$ cat config.mk
export PLATFORM = sky130hd
export DESIGN_NAME = i2c_burst_end_ctrl
export DESIGN_NICKNAME = d
export VERILOG_FILES = /design/src/rtl/i2c_burst_pkg.sv /design/src/rtl/i2c_burst_cfg.sv /design/src/rtl/i2c_burst_counter.sv /design/src/rtl/i2c_burst_ack.sv /design/src/rtl/i2c_burst_end_ctrl.sv
export SDC_FILE = /design/constraint.sdc
export NUM_CORES = 1
export LEC_CHECK = 0
export ABC_AREA = 1
export BUFFER_PORTS_ARGS = -buffer_cell sky130_fd_sc_hd__clkbuf_2
export CORE_MARGIN = 2
export CORE_UTILIZATION = 52
export CTS_CLUSTER_SIZE = 12
export DETAILED_ROUTE_END_ITERATION = 8
export PLACE_DENSITY = 0.95
export SETUP_SLACK_MARGIN = 0.05
export SLEW_MARGIN = 20
export SYNTH_ARGS = -nofsm -noshare
export SYNTH_HDL_FRONTEND = slang
export SYNTH_SLANG_ARGS = --single-unit
$ cat constraint.sdc
create_clock -name clk -period 4.11 [get_ports clk]
set_clock_uncertainty 0.1 [all_clocks]
set_input_delay 0.2055 -clock clk [delete_from_list [all_inputs] [get_ports clk]]
set_output_delay 0.2055 -clock clk [all_outputs]
set_load 0.01 [all_outputs]
$ cat src/rtl/i2c_burst_pkg.sv
package i2c_burst_pkg;

    // Control bit offsets, counted above the byte count field
    localparam int OFS_AUTO   = 0;
    localparam int OFS_RELOAD = 1;
    localparam int OFS_STOP   = 2;
    localparam int OFS_NACK   = 3;
    localparam int OFS_PEC    = 4;
    localparam int CTRL_BITS  = 5;

    typedef enum logic [1:0] {
        END_TC     = 2'd0,
        END_STOP   = 2'd1,
        END_RELOAD = 2'd2
    } end_action_e;

    typedef struct packed {
        logic auto_end;
        logic reload;
        logic stop_req;
        logic nack_req;
        logic pec_req;
    } ctrl_t;

endpackage

$ cat src/rtl/i2c_burst_cfg.sv
module i2c_burst_cfg
    import i2c_burst_pkg::*;
#(
    parameter int CNT_W = 8,
    localparam int WR_W = CNT_W + CTRL_BITS
) (
    input  logic            clk,
    input  logic            rst_n,
    input  logic            enable,
    input  logic            wr_en,
    input  logic [WR_W-1:0] wr_data,
    input  logic            stop_det,
    input  logic            addr_match,
    input  logic            nack_sent,
    input  logic            pec_done,
    output ctrl_t           ctrl
);

    ctrl_t ctrl_d, ctrl_q;
    logic  wr_ok;

    assign wr_ok = wr_en && enable;

    always_comb begin
        ctrl_d = ctrl_q;
        if (wr_ok) begin
            ctrl_d.auto_end = wr_data[CNT_W + OFS_AUTO];
            ctrl_d.reload   = wr_data[CNT_W + OFS_RELOAD];
            if (wr_data[CNT_W + OFS_STOP]) ctrl_d.stop_req = 1'b1;
            if (wr_data[CNT_W + OFS_NACK]) ctrl_d.nack_req = 1'b1;
            if (wr_data[CNT_W + OFS_PEC])  ctrl_d.pec_req  = 1'b1;
        end
        // hardware clears take priority over a same-cycle software set
        if (stop_det) begin
            ctrl_d.stop_req = 1'b0;
        end
        if (stop_det || addr_match || nack_sent) begin
            ctrl_d.nack_req = 1'b0;
        end
        if (stop_det || addr_match || pec_done) begin
            ctrl_d.pec_req = 1'b0;
        end
        if (!enable) begin
            ctrl_d.stop_req = 1'b0;
            ctrl_d.nack_req = 1'b0;
            ctrl_d.pec_req  = 1'b0;
        end
    end

    always_ff @(posedge clk or negedge rst_n) begin
        if (!rst_n) begin
            ctrl_q <= '0;
        end else begin
            ctrl_q <= ctrl_d;
        end
    end

    assign ctrl = ctrl_q;

endmodule

$ cat src/rtl/i2c_burst_counter.sv
module i2c_burst_counter
    import i2c_burst_pkg::*;
#(
    parameter int CNT_W = 8
) (
    input  logic             clk,
    input  logic             rst_n,
    input  logic             enable,
    input  logic             load,
    input  logic [CNT_W-1:0] load_val,
    input  logic             stop_wr,
    input  logic             byte_done,
    input  logic             count_active,
    input  logic             is_master,
    input  logic             auto_end,
    input  logic             reload,
    input  logic             stop_det,
    input  logic             start_pending,
    output logic [CNT_W-1:0] count,
    output logic             stop_pulse,
    output logic             tc,
    output logic             tcr
);

    localparam logic [CNT_W-1:0] ONE = CNT_W'(1);

    typedef struct packed {
        logic [CNT_W-1:0] cnt;
        logic             tc;
        logic             tcr;
        logic             stop_pulse;
    } cnt_state_t;

    cnt_state_t  st_d, st_q;
    end_action_e action;

    always_comb begin
        if (reload) begin
            action = END_RELOAD;
        end else if (is_master && auto_end) begin
            action = END_STOP;
        end else begin
            action = END_TC;
        end
    end

    always_comb begin
        st_d            = st_q;
        st_d.stop_pulse = 1'b0;
        if (!enable) begin
            st_d.tc  = 1'b0;
            st_d.tcr = 1'b0;
        end else begin
            if (stop_det || stop_wr || start_pending) begin
                st_d.tc = 1'b0;
            end
            if (stop_det) begin
                st_d.tcr = 1'b0;
            end
            if (load) begin
                st_d.cnt = load_val;
                st_d.tcr = 1'b0;
            end else if (byte_done && count_active && (st_q.cnt != '0)) begin
                st_d.cnt = st_q.cnt - ONE;
                if (st_q.cnt == ONE) begin
                    unique case (action)
                        END_RELOAD: st_d.tcr        = 1'b1;
                        END_STOP:   st_d.stop_pulse = 1'b1;
                        default:    st_d.tc         = 1'b1;
                    endcase
                end
            end
        end
    end

    always_ff @(posedge clk or negedge rst_n) begin
        if (!rst_n) begin
            st_q <= '0;
        end else begin
            st_q <= st_d;
        end
    end

    assign count      = st_q.cnt;
    assign stop_pulse = st_q.stop_pulse;
    assign tc         = st_q.tc;
    assign tcr        = st_q.tcr;

endmodule

$ cat src/rtl/i2c_burst_ack.sv
module i2c_burst_ack #(
    parameter int CNT_W = 8
) (
    input  logic             is_master,
    input  logic             is_rx,
    input  logic             no_stretch,
    input  logic             overrun,
    input  logic             crc_bad,
    input  logic             reload,
    input  logic             nack_req,
    input  logic             pec_active,
    input  logic [CNT_W-1:0] count,
    output logic             nack
);

    logic last_byte;

    assign last_byte = (count == CNT_W'(1));

    always_comb begin
        if (!is_rx) begin
            nack = 1'b0;
        end else if (is_master) begin
            nack = last_byte && !reload;
        end else if (overrun && no_stretch) begin
            nack = 1'b1;
        end else if (pec_active && last_byte) begin
            nack = crc_bad;
        end else begin
            nack = nack_req;
        end
    end

endmodule

$ cat src/rtl/i2c_burst_end_ctrl.sv
module i2c_burst_end_ctrl
    import i2c_burst_pkg::*;
#(
    parameter int CNT_W = 8,
    localparam int WR_W = CNT_W + CTRL_BITS
) (
    input  logic             clk,
    input  logic             rst_n,
    input  logic             enable,
    input  logic             wr_en,
    input  logic [WR_W-1:0]  wr_data,
    input  logic             is_master,
    input  logic             is_rx,
    input  logic             slave_byte_ctrl,
    input  logic             no_stretch,
    input  logic             start_pending,
    input  logic             byte_done,
    input  logic             stop_det,
    input  logic             addr_match,
    input  logic             nack_sent,
    input  logic             pec_done,
    input  logic             overrun,
    input  logic             crc_bad,
    output logic [CNT_W-1:0] count_left,
    output logic             stop_auto,
    output logic             tc_flag,
    output logic             tcr_flag,
    output logic             scl_stretch,
    output logic             stop_req_o,
    output logic             nack_req_o,
    output logic             pec_req_o,
    output logic             pec_send,
    output logic             nack_out
);

    ctrl_t ctrl;
    logic  cnt_load;
    logic  stop_wr;
    logic  count_active;
    logic  pec_active;

    assign cnt_load     = wr_en && enable && !start_pending;
    assign stop_wr      = wr_en && enable && wr_data[CNT_W + OFS_STOP];
    assign count_active = is_master || slave_byte_ctrl;
    assign pec_active   = ctrl.pec_req && !ctrl.reload;

    i2c_burst_cfg #(.CNT_W(CNT_W)) u_cfg (
        .clk        (clk),
        .rst_n      (rst_n),
        .enable     (enable),
        .wr_en      (wr_en),
        .wr_data    (wr_data),
        .stop_det   (stop_det),
        .addr_match (addr_match),
        .nack_sent  (nack_sent),
        .pec_done   (pec_done),
        .ctrl       (ctrl)
    );

    i2c_burst_counter #(.CNT_W(CNT_W)) u_cnt (
        .clk           (clk),
        .rst_n         (rst_n),
        .enable        (enable),
        .load          (cnt_load),
        .load_val      (wr_data[CNT_W-1:0]),
        .stop_wr       (stop_wr),
        .byte_done     (byte_done),
        .count_active  (count_active),
        .is_master     (is_master),
        .auto_end      (ctrl.auto_end),
        .reload        (ctrl.reload),
        .stop_det      (stop_det),
        .start_pending (start_pending),
        .count         (count_left),
        .stop_pulse    (stop_auto),
        .tc            (tc_flag),
        .tcr           (tcr_flag)
    );

    i2c_burst_ack #(.CNT_W(CNT_W)) u_ack (
        .is_master  (is_master),
        .is_rx      (is_rx),
        .no_stretch (no_stretch),
        .overrun    (overrun),
        .crc_bad    (crc_bad),
        .reload     (ctrl.reload),
        .nack_req   (ctrl.nack_req),
        .pec_active (pec_active),
        .count      (count_left),
        .nack       (nack_out)
    );

    assign scl_stretch = tc_flag || tcr_flag;
    assign stop_req_o  = ctrl.stop_req;
    assign nack_req_o  = ctrl.nack_req;
    assign pec_req_o   = ctrl.pec_req;
    assign pec_send    = pec_active;

endmodule

# Word-level counts from Yosys, hierarchy flattened
# Index checks and enable logic that the tools add are counted.
[classes]
n_reduce_logical = 26
n_mux = 27
n_addsub = 1
n_eq_ne = 9
[op_table]
columns = ["operator", "count"]
rows = [
  ["2-to-1 mux 1 bit", 20],
  ["!= test 3 x 1 -> 1 bit, second input constant", 6],
  ["2-to-1 mux 11 bit", 1],
  ["logical AND 1 bit", 10],
  ["2-to-1 mux 3 bit", 3],
  ["== test 8 x 1 -> 1 bit, second input constant", 1],
  ["2-to-1 mux 8 bit", 1],
  ["AND reduction 2 bit", 4],
  ["nonzero test 8 bit", 1],
  ["subtractor 8 x 1 -> 8 bit, second input constant", 1],
  ["logical OR 1 bit", 7],
  ["2-to-1 mux 2 bit", 2],
  ["== test 2 x 1 -> 1 bit, second input constant", 1],
  ["== test 2 bit, second input constant", 1],
  ["logical NOT 1 bit", 2],
  ["nonzero test 2 bit", 1],
  ["OR reduction 2 bit", 1],
]
[word_totals]
wordCells = 72
output_inout_bits = 17
regBits = 16

# Logic depth before layout (Yosys ltp)
# Gate-level depths: netlist of the first run.
[depth]
word_depth = 10
ltp_mapped = 9

# Cells and area by module
# Synthesis of the first run repeated with hierarchy kept, for this count alone.
[hier_totals]
cells_unflattened = 175
area_unflattened_um2 = 1163.6
[by_module_without_submodules]
columns = ["module", "seq_area_each_um2", "n_inst", "area_each_um2", "cells_each"]
rows = [
  ["i2c_burst_counter", 275.3, 1, 804.5, 116],
  ["i2c_burst_cfg", 125.1, 1, 214.0, 25],
  ["i2c_burst_ack", 0.0, 1, 110.1, 26],
  ["i2c_burst_end_ctrl", 0.0, 1, 35.0, 8],
]

# Worst setup path after synthesis of the first run
# Ideal clock, no wire load.
[synth_path]
kind = "flip-flop to output port"
from = "register u_cnt.st_q, in the netlist u_cnt.count[1]"
to = "output nack_out"
stages_incl_launch_ff = 9
slack_ns = 2.576
arrival_time_ns = 1.229
path_buffers = 0
cell_sequence = "dfrtp_1 -> inv_1 -> ha_1 -> nand2_4 -> nor2_4 -> nand2_4 -> a21boi_2 -> nand2_1 -> inv_1"
[synth_via]
elab_chain_cells = 6
word_cells_on_any_way = 7
cone_classes = "eq/ne: 1; mux: 4; reduce/logical: 2"
[synth_rtl]
columns = ["item", "line", "rtl"]
rows = [
  ["start, declared", "i2c_burst_counter.sv:34", "cnt_state_t st_d, st_q;"],
  ["start signal, assigned", "i2c_burst_counter.sv:80", "st_q <= st_d;"],
  ["== test 8 x 1 -> 1 bit (*)", "i2c_burst_ack.sv:18", "assign last_byte = (count == CNT_W'(1));"],
  ["logical AND 1 bit", "i2c_burst_ack.sv:27", "end else if (pec_active && last_byte) begin"],
  ["2-to-1 mux 1 bit", "i2c_burst_ack.sv:27", ""],
  ["2-to-1 mux 1 bit", "i2c_burst_ack.sv:25", "end else if (overrun && no_stretch) begin"],
  ["2-to-1 mux 1 bit (*)", "i2c_burst_ack.sv:23", "end else if (is_master) begin"],
  ["2-to-1 mux 1 bit (*)", "i2c_burst_ack.sv:21", "if (!is_rx) begin"],
  ["end, declared", "i2c_burst_end_ctrl.sv:33", "output logic nack_out"],
]
# Every way passes the cells marked *; elsewhere a longest branch is shown, timed or not.

# Worst setup path after layout of the first run
# Ends and elaborated chain as after synthesis.

==> metrics.cfg, run 1 <==
[status]
status=finished clean

[timing]
fin_setup_tns_ps=0
drv_slew=0
fmax_mhz=510
worst_slew_pin_slew_ps=414
finalSetupViolCount=0
fin_crit_sh=0.477
finalHoldViolCount=0
max_slew_margin=0.724
setup_ws_ps=2150
hold-worst-slack_ps=32.4
rsz0062_at_grt=false
fin_crit_ps=1960

[critical_path]
start_kind=flip-flop
cp.required_ps=3800
r2r_cells=7
arrival_ps=1650
critPathMaxFanout=5
critical_path_class=flip-flop to output pin
cp-end-kind=output pin

[global_routing]
overflow=0
grt_usage=0.217
grt_pass1_vias=1045
antenna_found_initial=0
grt_pass1_wl_um=4390
grt_max_degree=17

[die]
die_w_um=51.9
rows=17
die_area_mm2=0.00269
initial_core_util=0.544
core-area_mm2=0.00219
die_h_um=51.9
ios=46

[logic_synthesis]
synthCells=144
muxShareOfSynthArea=0.00945
syn-num-nets=176
synth_seq_area_share=0.336
syn_avg_cell_area_um2=8.27
synth_area_mm2=0.00119
synth_compound_area_frac=0.0578
synth_seq_cells=16
synthXorXnorAreaFrac=0.00735
synth_edf_count=0
synth_top_family_by_area=simple AND/OR/NAND/NOR gates
synthAdderAreaFrac=0.0315
yosys.cell_types.count=33
synth-async-reset-ratio=1.00
yosys_warnings=0
ys.flop_type=dfrtp_1
synth-simple-area-share=0.486

[final_layout]
antenna_cells=0
area_growth_pct=24.7
fin_nets=225
fin_area_mm2=0.00149
drive_above_1_share=0.432

[routing]
ant_nets=0
wl_per_cell_um=11.9
vias=1160
drc=0
vias_per_cell=5.27
drt_iter0_drc=23
drt-pass1-iter-count=4
wl_um=2620

[power_and_ir_drop]
leakagePower_nw=0.807
p_total_mw=0.638
power_density_mw_per_mm2=430
ir_drop_mv=0.246

[place]
portBuffers=45
place_congestion=0.830
preCtsSetupSlack_ps=2460
placed_area_mm2=0.00143
dp_hpwl_um=2030

[clock_tree]
post_cts.repair.setup_buffers=0
clk_latency_ps=280
cts_resized=0
cts_buffer_depth=2
cts_tree=built
cts.htree.levels=1
cts_buffers=3
root_buffer=clkbuf_4
cts.sinks=16
cts.clk_slew.worst_paths_ps=100

[hold_path]
hp-class=input pin to flip-flop
holdPathStages=3

[job]
maxCapViolCount=0

## cell type report
type | count | area (µm²)
Inverter | 16 | 62.6
Multi-Input combinational cell | 109 | 706
Clock buffer | 4 | 36.3
Fill cell | 181 | 706
Tap cell | 28 | 35.0
Timing Repair Buffer | 47 | 245
Sequential cell | 16 | 400
## sequential cells by signal, summed over array words and instances, names as in the netlist
signal	cells
u_cnt.count	8
u_cnt.stop_pulse	1
u_cnt.tc	1
u_cnt.tcr	1
u_cfg.ctrl	5
## per-stage QoR
step | util | instances
CTS | 0.678 | 220
global route | 0.678 | 220
finish | 0.678 | 220
detailed placement | 0.652 | 214
floorplan | - | 144
global placement | 0.652 | 214
## layout by cell type (no fill, tap or decap), drive strengths merged
| cell | netlist | routed |
|---|---|---|
| nand3 | 27 | 27 |
| ha | 3 | 3 |
| dfrtp | 16 | 16 |
| inv | 16 | 16 |
| a21oi | 4 | 4 |
| dlygate4sd3 | 0 | 2 |
| nand4 | 8 | 8 |
| nor2 | 16 | 16 |
| clkbuf | 0 | 49 |
| o21ba | 1 | 1 |
| or2 | 1 | 1 |
| mux2 | 1 | 1 |
| o21ai | 4 | 4 |
| nor3 | 3 | 3 |
| a21boi | 1 | 1 |
| xor2 | 1 | 1 |
| nand3b | 3 | 3 |
| nand2 | 36 | 36 |
## worst max-delay path, cell delays in order, from the launching register on
cell	delay, ps
dfrtp_1	420
inv_1	110
ha_1	200
nand2_4	60
nor2_4	180
nand2_4	70
a21boi_2	110
nand2_1	60
inv_1	50
clkbuf_2	120
## path summary, 6_finish.rpt
| path | startpoint | to | slack (ps) |
|---|---|---|---|
| min reg2reg | u_cfg.ctrl[4] | u_cfg.ctrl[4] | 430 |
| max in group asynchronous | rst_n | u_cnt.count[6] | 3350 |
| min in group asynchronous | rst_n | u_cnt.count[4] | 280 |
| max | u_cnt.count[1] | nack_out | 2150 |
| min | wr_data[7] | u_cnt.count[7] | 30 |
| max reg2reg | u_cnt.count[0] | u_cnt.tcr | 2520 |
## metal layers
layer	up-vias	track usage	share of wire
met2	46	0.378	0.49
met4	0	0.0658	0.0061
met5	-	0	0
li1	573	-	-
met1	539	0.276	0.44
met3	2	0.0287	0.059
## where the power goes
group	internal [mW]	total (mW)	switching (mW)
logic	0.117	0.293	0.176
clock network	0.0539	0.105	0.0513
registers	0.188	0.240	0.0521
total	0.359	0.638	0.279
## Yosys cell counts, types with 2 or more instances
| cell type | instances | area share |
|---|---|---|
| nor2_1 | 9 | 0.028 |
| nor3_2 | 2 | 0.017 |
| nand2_4 | 4 | 0.038 |
| nand2_1 | 30 | 0.095 |
| dfrtp_1 | 16 | 0.34 |
| o21ai_0 | 2 | 0.0084 |
| nand3_2 | 8 | 0.067 |
| ha_1 | 3 | 0.032 |
| nor2_4 | 4 | 0.038 |
| a21oi_1 | 3 | 0.013 |
| nand3_1 | 19 | 0.080 |
| nand4_1 | 7 | 0.037 |
| nor2_2 | 2 | 0.011 |
| inv_2 | 2 | 0.0063 |
| nand3b_1 | 2 | 0.013 |
| inv_1 | 13 | 0.041 |
| nand2_2 | 2 | 0.011 |
## kinds of logic (layout without fill, tap and decap cells)
| family | Yosys count | after routing |
|---|---|---|
| flops | 16 | 16 |
| buf+inv | 19 | 67 |
| xor+xnor | 1 | 1 |
| compound gates | 10 | 10 |
| mux | 1 | 1 |
| simple gates | 94 | 94 |
| fa+ha+maj | 3 | 3 |
## repair_timing
item	in CTS	in global routing
hold endpoints to repair	17	0
hold buffers	2	0
setup endpoints to repair	0	0
(Power assumes the default switching activity.)
==> inputs of run 2 (changes only) <==
--- a/config.mk
+++ b/config.mk
@@ -8,10 +8,10 @@
 export ABC_AREA = 1
 export BUFFER_PORTS_ARGS = -buffer_cell sky130_fd_sc_hd__clkbuf_2
 export CORE_MARGIN = 2
-export CORE_UTILIZATION = 52
+export CORE_UTILIZATION = 44
 export CTS_CLUSTER_SIZE = 12
 export DETAILED_ROUTE_END_ITERATION = 8
-export PLACE_DENSITY = 0.95
+export PLACE_DENSITY = 0.87
 export SETUP_SLACK_MARGIN = 0.05
 export SLEW_MARGIN = 20
 export SYNTH_ARGS = -nofsm -noshare
==> constraint.sdc (replaced) <==
create_clock -name clk -period 1.7 [get_ports clk]
set_clock_uncertainty 0.1 [all_clocks]
set_input_delay 0.085 -clock clk [delete_from_list [all_inputs] [get_ports clk]]
set_output_delay 0.085 -clock clk [all_outputs]
set_load 0.01 [all_outputs]
==> metrics.cfg, run 2 (synthesis gave the netlist of run 1 again) <==
[die]
ios=46
die_area_mm2=0.00314
die_h_um=56.0
rows=18
core-area_mm2=0.00252
die_w_um=56.0
initial_core_util=0.472

[clock_tree]
cts.htree.levels=1
cts_buffer_depth=2
cts_tree=built
cts_buffers=3
root_buffer=clkbuf_4
clk_latency_ps=290
cts.clk_slew.worst_paths_ps=90
cts.sinks=16

[timing]
drv_slew=0
fmax_mhz=591
hold-worst-slack_ps=-35.4
finalSetupViolCount=0
worst_slew_pin_slew_ps=419
finalHoldViolCount=1
fin_crit_sh=0.996
rsz0062_at_grt=true
fin_setup_tns_ps=0
max_slew_margin=0.721
setup_ws_ps=7.60
fin_crit_ps=1690

[job]
maxCapViolCount=0

[final_layout]
fin_nets=255
largest_reg_flops=8
final_common_cell=clkbuf_2
layout_common_cells=45 x clkbuf_2, 29 x nand2_1, 19 x nand3_1
antenna_cells=0
area_growth_pct=49.6
drive_above_1_share=0.480

[critical_path]
critical_path_class=flip-flop to output pin
r2r-start=u_cnt.count[0]
start_kind=flip-flop
cp.required_ps=1510
arrival_ps=1510
reg2reg_slack_ps=90
critPathMaxFanout=4
r2r_cells=7
r2r-end=u_cnt.count[4]
cp-end-kind=output pin

[global_routing]
grt_pass1_wl_um=5400
antenna_found_initial=0
overflow=0
grt_pass1_vias=1230
grt_max_degree=17
grt_usage=0.218

[routing]
ant_nets=0
wl_um=3240
vias_per_cell=5.10
drt_iter0_drc=31
wl_per_cell_um=12.9
drt-pass1-iter-count=4
drc=0
vias=1280

[hold_path]
worstHoldStart=addr_match
min_to=u_cfg.ctrl[1]
holdPathStages=4
hp-class=input pin to flip-flop

[power_and_ir_drop]
power_density_mw_per_mm2=986
p_int_mw=1.00
clkPwrFrac=0.118
leakagePower_nw=0.926
ir_drop_mv=0.768
switching_share=0.431
p_switching_mw=0.756
power_frac_seq=0.307
combPwrFrac=0.575

[place]
portBuffers=45
place_congestion=0.823
dp_hpwl_um=2120
preCtsSetupSlack_ps=122

[status]
status=finished, violations left
failed_checks=hold timing

## run 2: changes by cell type in the layout (fill, tap and decap cells not counted), moves of 2 or more
cell           delta
buf_4            +14
dlygate4sd3_1    +16
inv_2             +2
dfrtp_2           +4
inv_1             -2
nor2_4            +2
dfrtp_1           -4
## run 2: final cells by class
| class | instances | area (µm²) |
|---|---|---|
| multi-input cells | 109 | 743 |
| fillers | 212 | 741 |
| repair buffers | 77 | 510 |
| flip-flops and latches | 16 | 405 |
| inverters | 16 | 62.6 |
| well taps | 30 | 37.5 |
| clock buffers | 3 | 22.5 |
## run 2: worst max-delay path by stage
stage                               from  slack, ps  cells after the start        endpoint
after CTS                 u_cnt.count[1]         -8                      9        nack_out
after floorplan           u_cnt.count[0]        230                      8  u_cnt.count[2]
after detailed placement  u_cnt.count[1]        120                      9        nack_out
after global placement    u_cnt.count[1]        130                      9        nack_out
final                     u_cnt.count[1]          8                      9        nack_out
after global routing      u_cnt.count[1]        -90                     10        nack_out
## run 2: power groups by stage
stage,combinational [mW],sequential [mW],clock (mW)
5_1_grt,1.11,0.548,0.227
3_5_place_dp,0.759,0.566,0
4_1_cts,0.991,0.539,0.218
3_3_place_gp,0.745,0.561,0
6_report,1.01,0.539,0.208
2_1_floorplan,0.491,0.596,0
## run 2: worst max-delay path: stages (launching register included)
cell and delay (ps):
dfrtp_1 400, inv_2 80, ha_4 140, nand2_4 50
nor2_4 140, nand2_4 60, a21boi_2 110, nand2_1 60
inv_1 50, clkbuf_2 120
## run 2: timing repair
| item | 4_1_cts | 5_1_grt |
|---|---|---|
| pin swaps | 3 | 2 |
| endpoints found under the setup margin | 1 | 11 |
| endpoints found under the hold margin | 31 | 0 |
| gates resized for setup | 8 | 6 |
| hold buffers | 19 | 0 |
| setup buffers | 11 | 0 |
## run 2: routing by layer
metal  routed length [µm]  global-route usage
met5                    0                   0
met4                   31              0.0612
met3                  186              0.0395
met2                 1660               0.400
met1                 1370               0.256
## run 2: metrics by stage
step                hold WS [ps]  area (µm²)  total power, mW   util  std cells
finish                     -35.4        1780             1.76  0.706        251
global route                5.32        1780             1.89  0.706        251
CTS                         32.4        1770             1.75  0.702        252
detailed placement         -60.1        1450             1.33  0.576        219
global placement           -66.6        1450             1.31  0.576        219
floorplan                   -311        1190             1.09      -        144
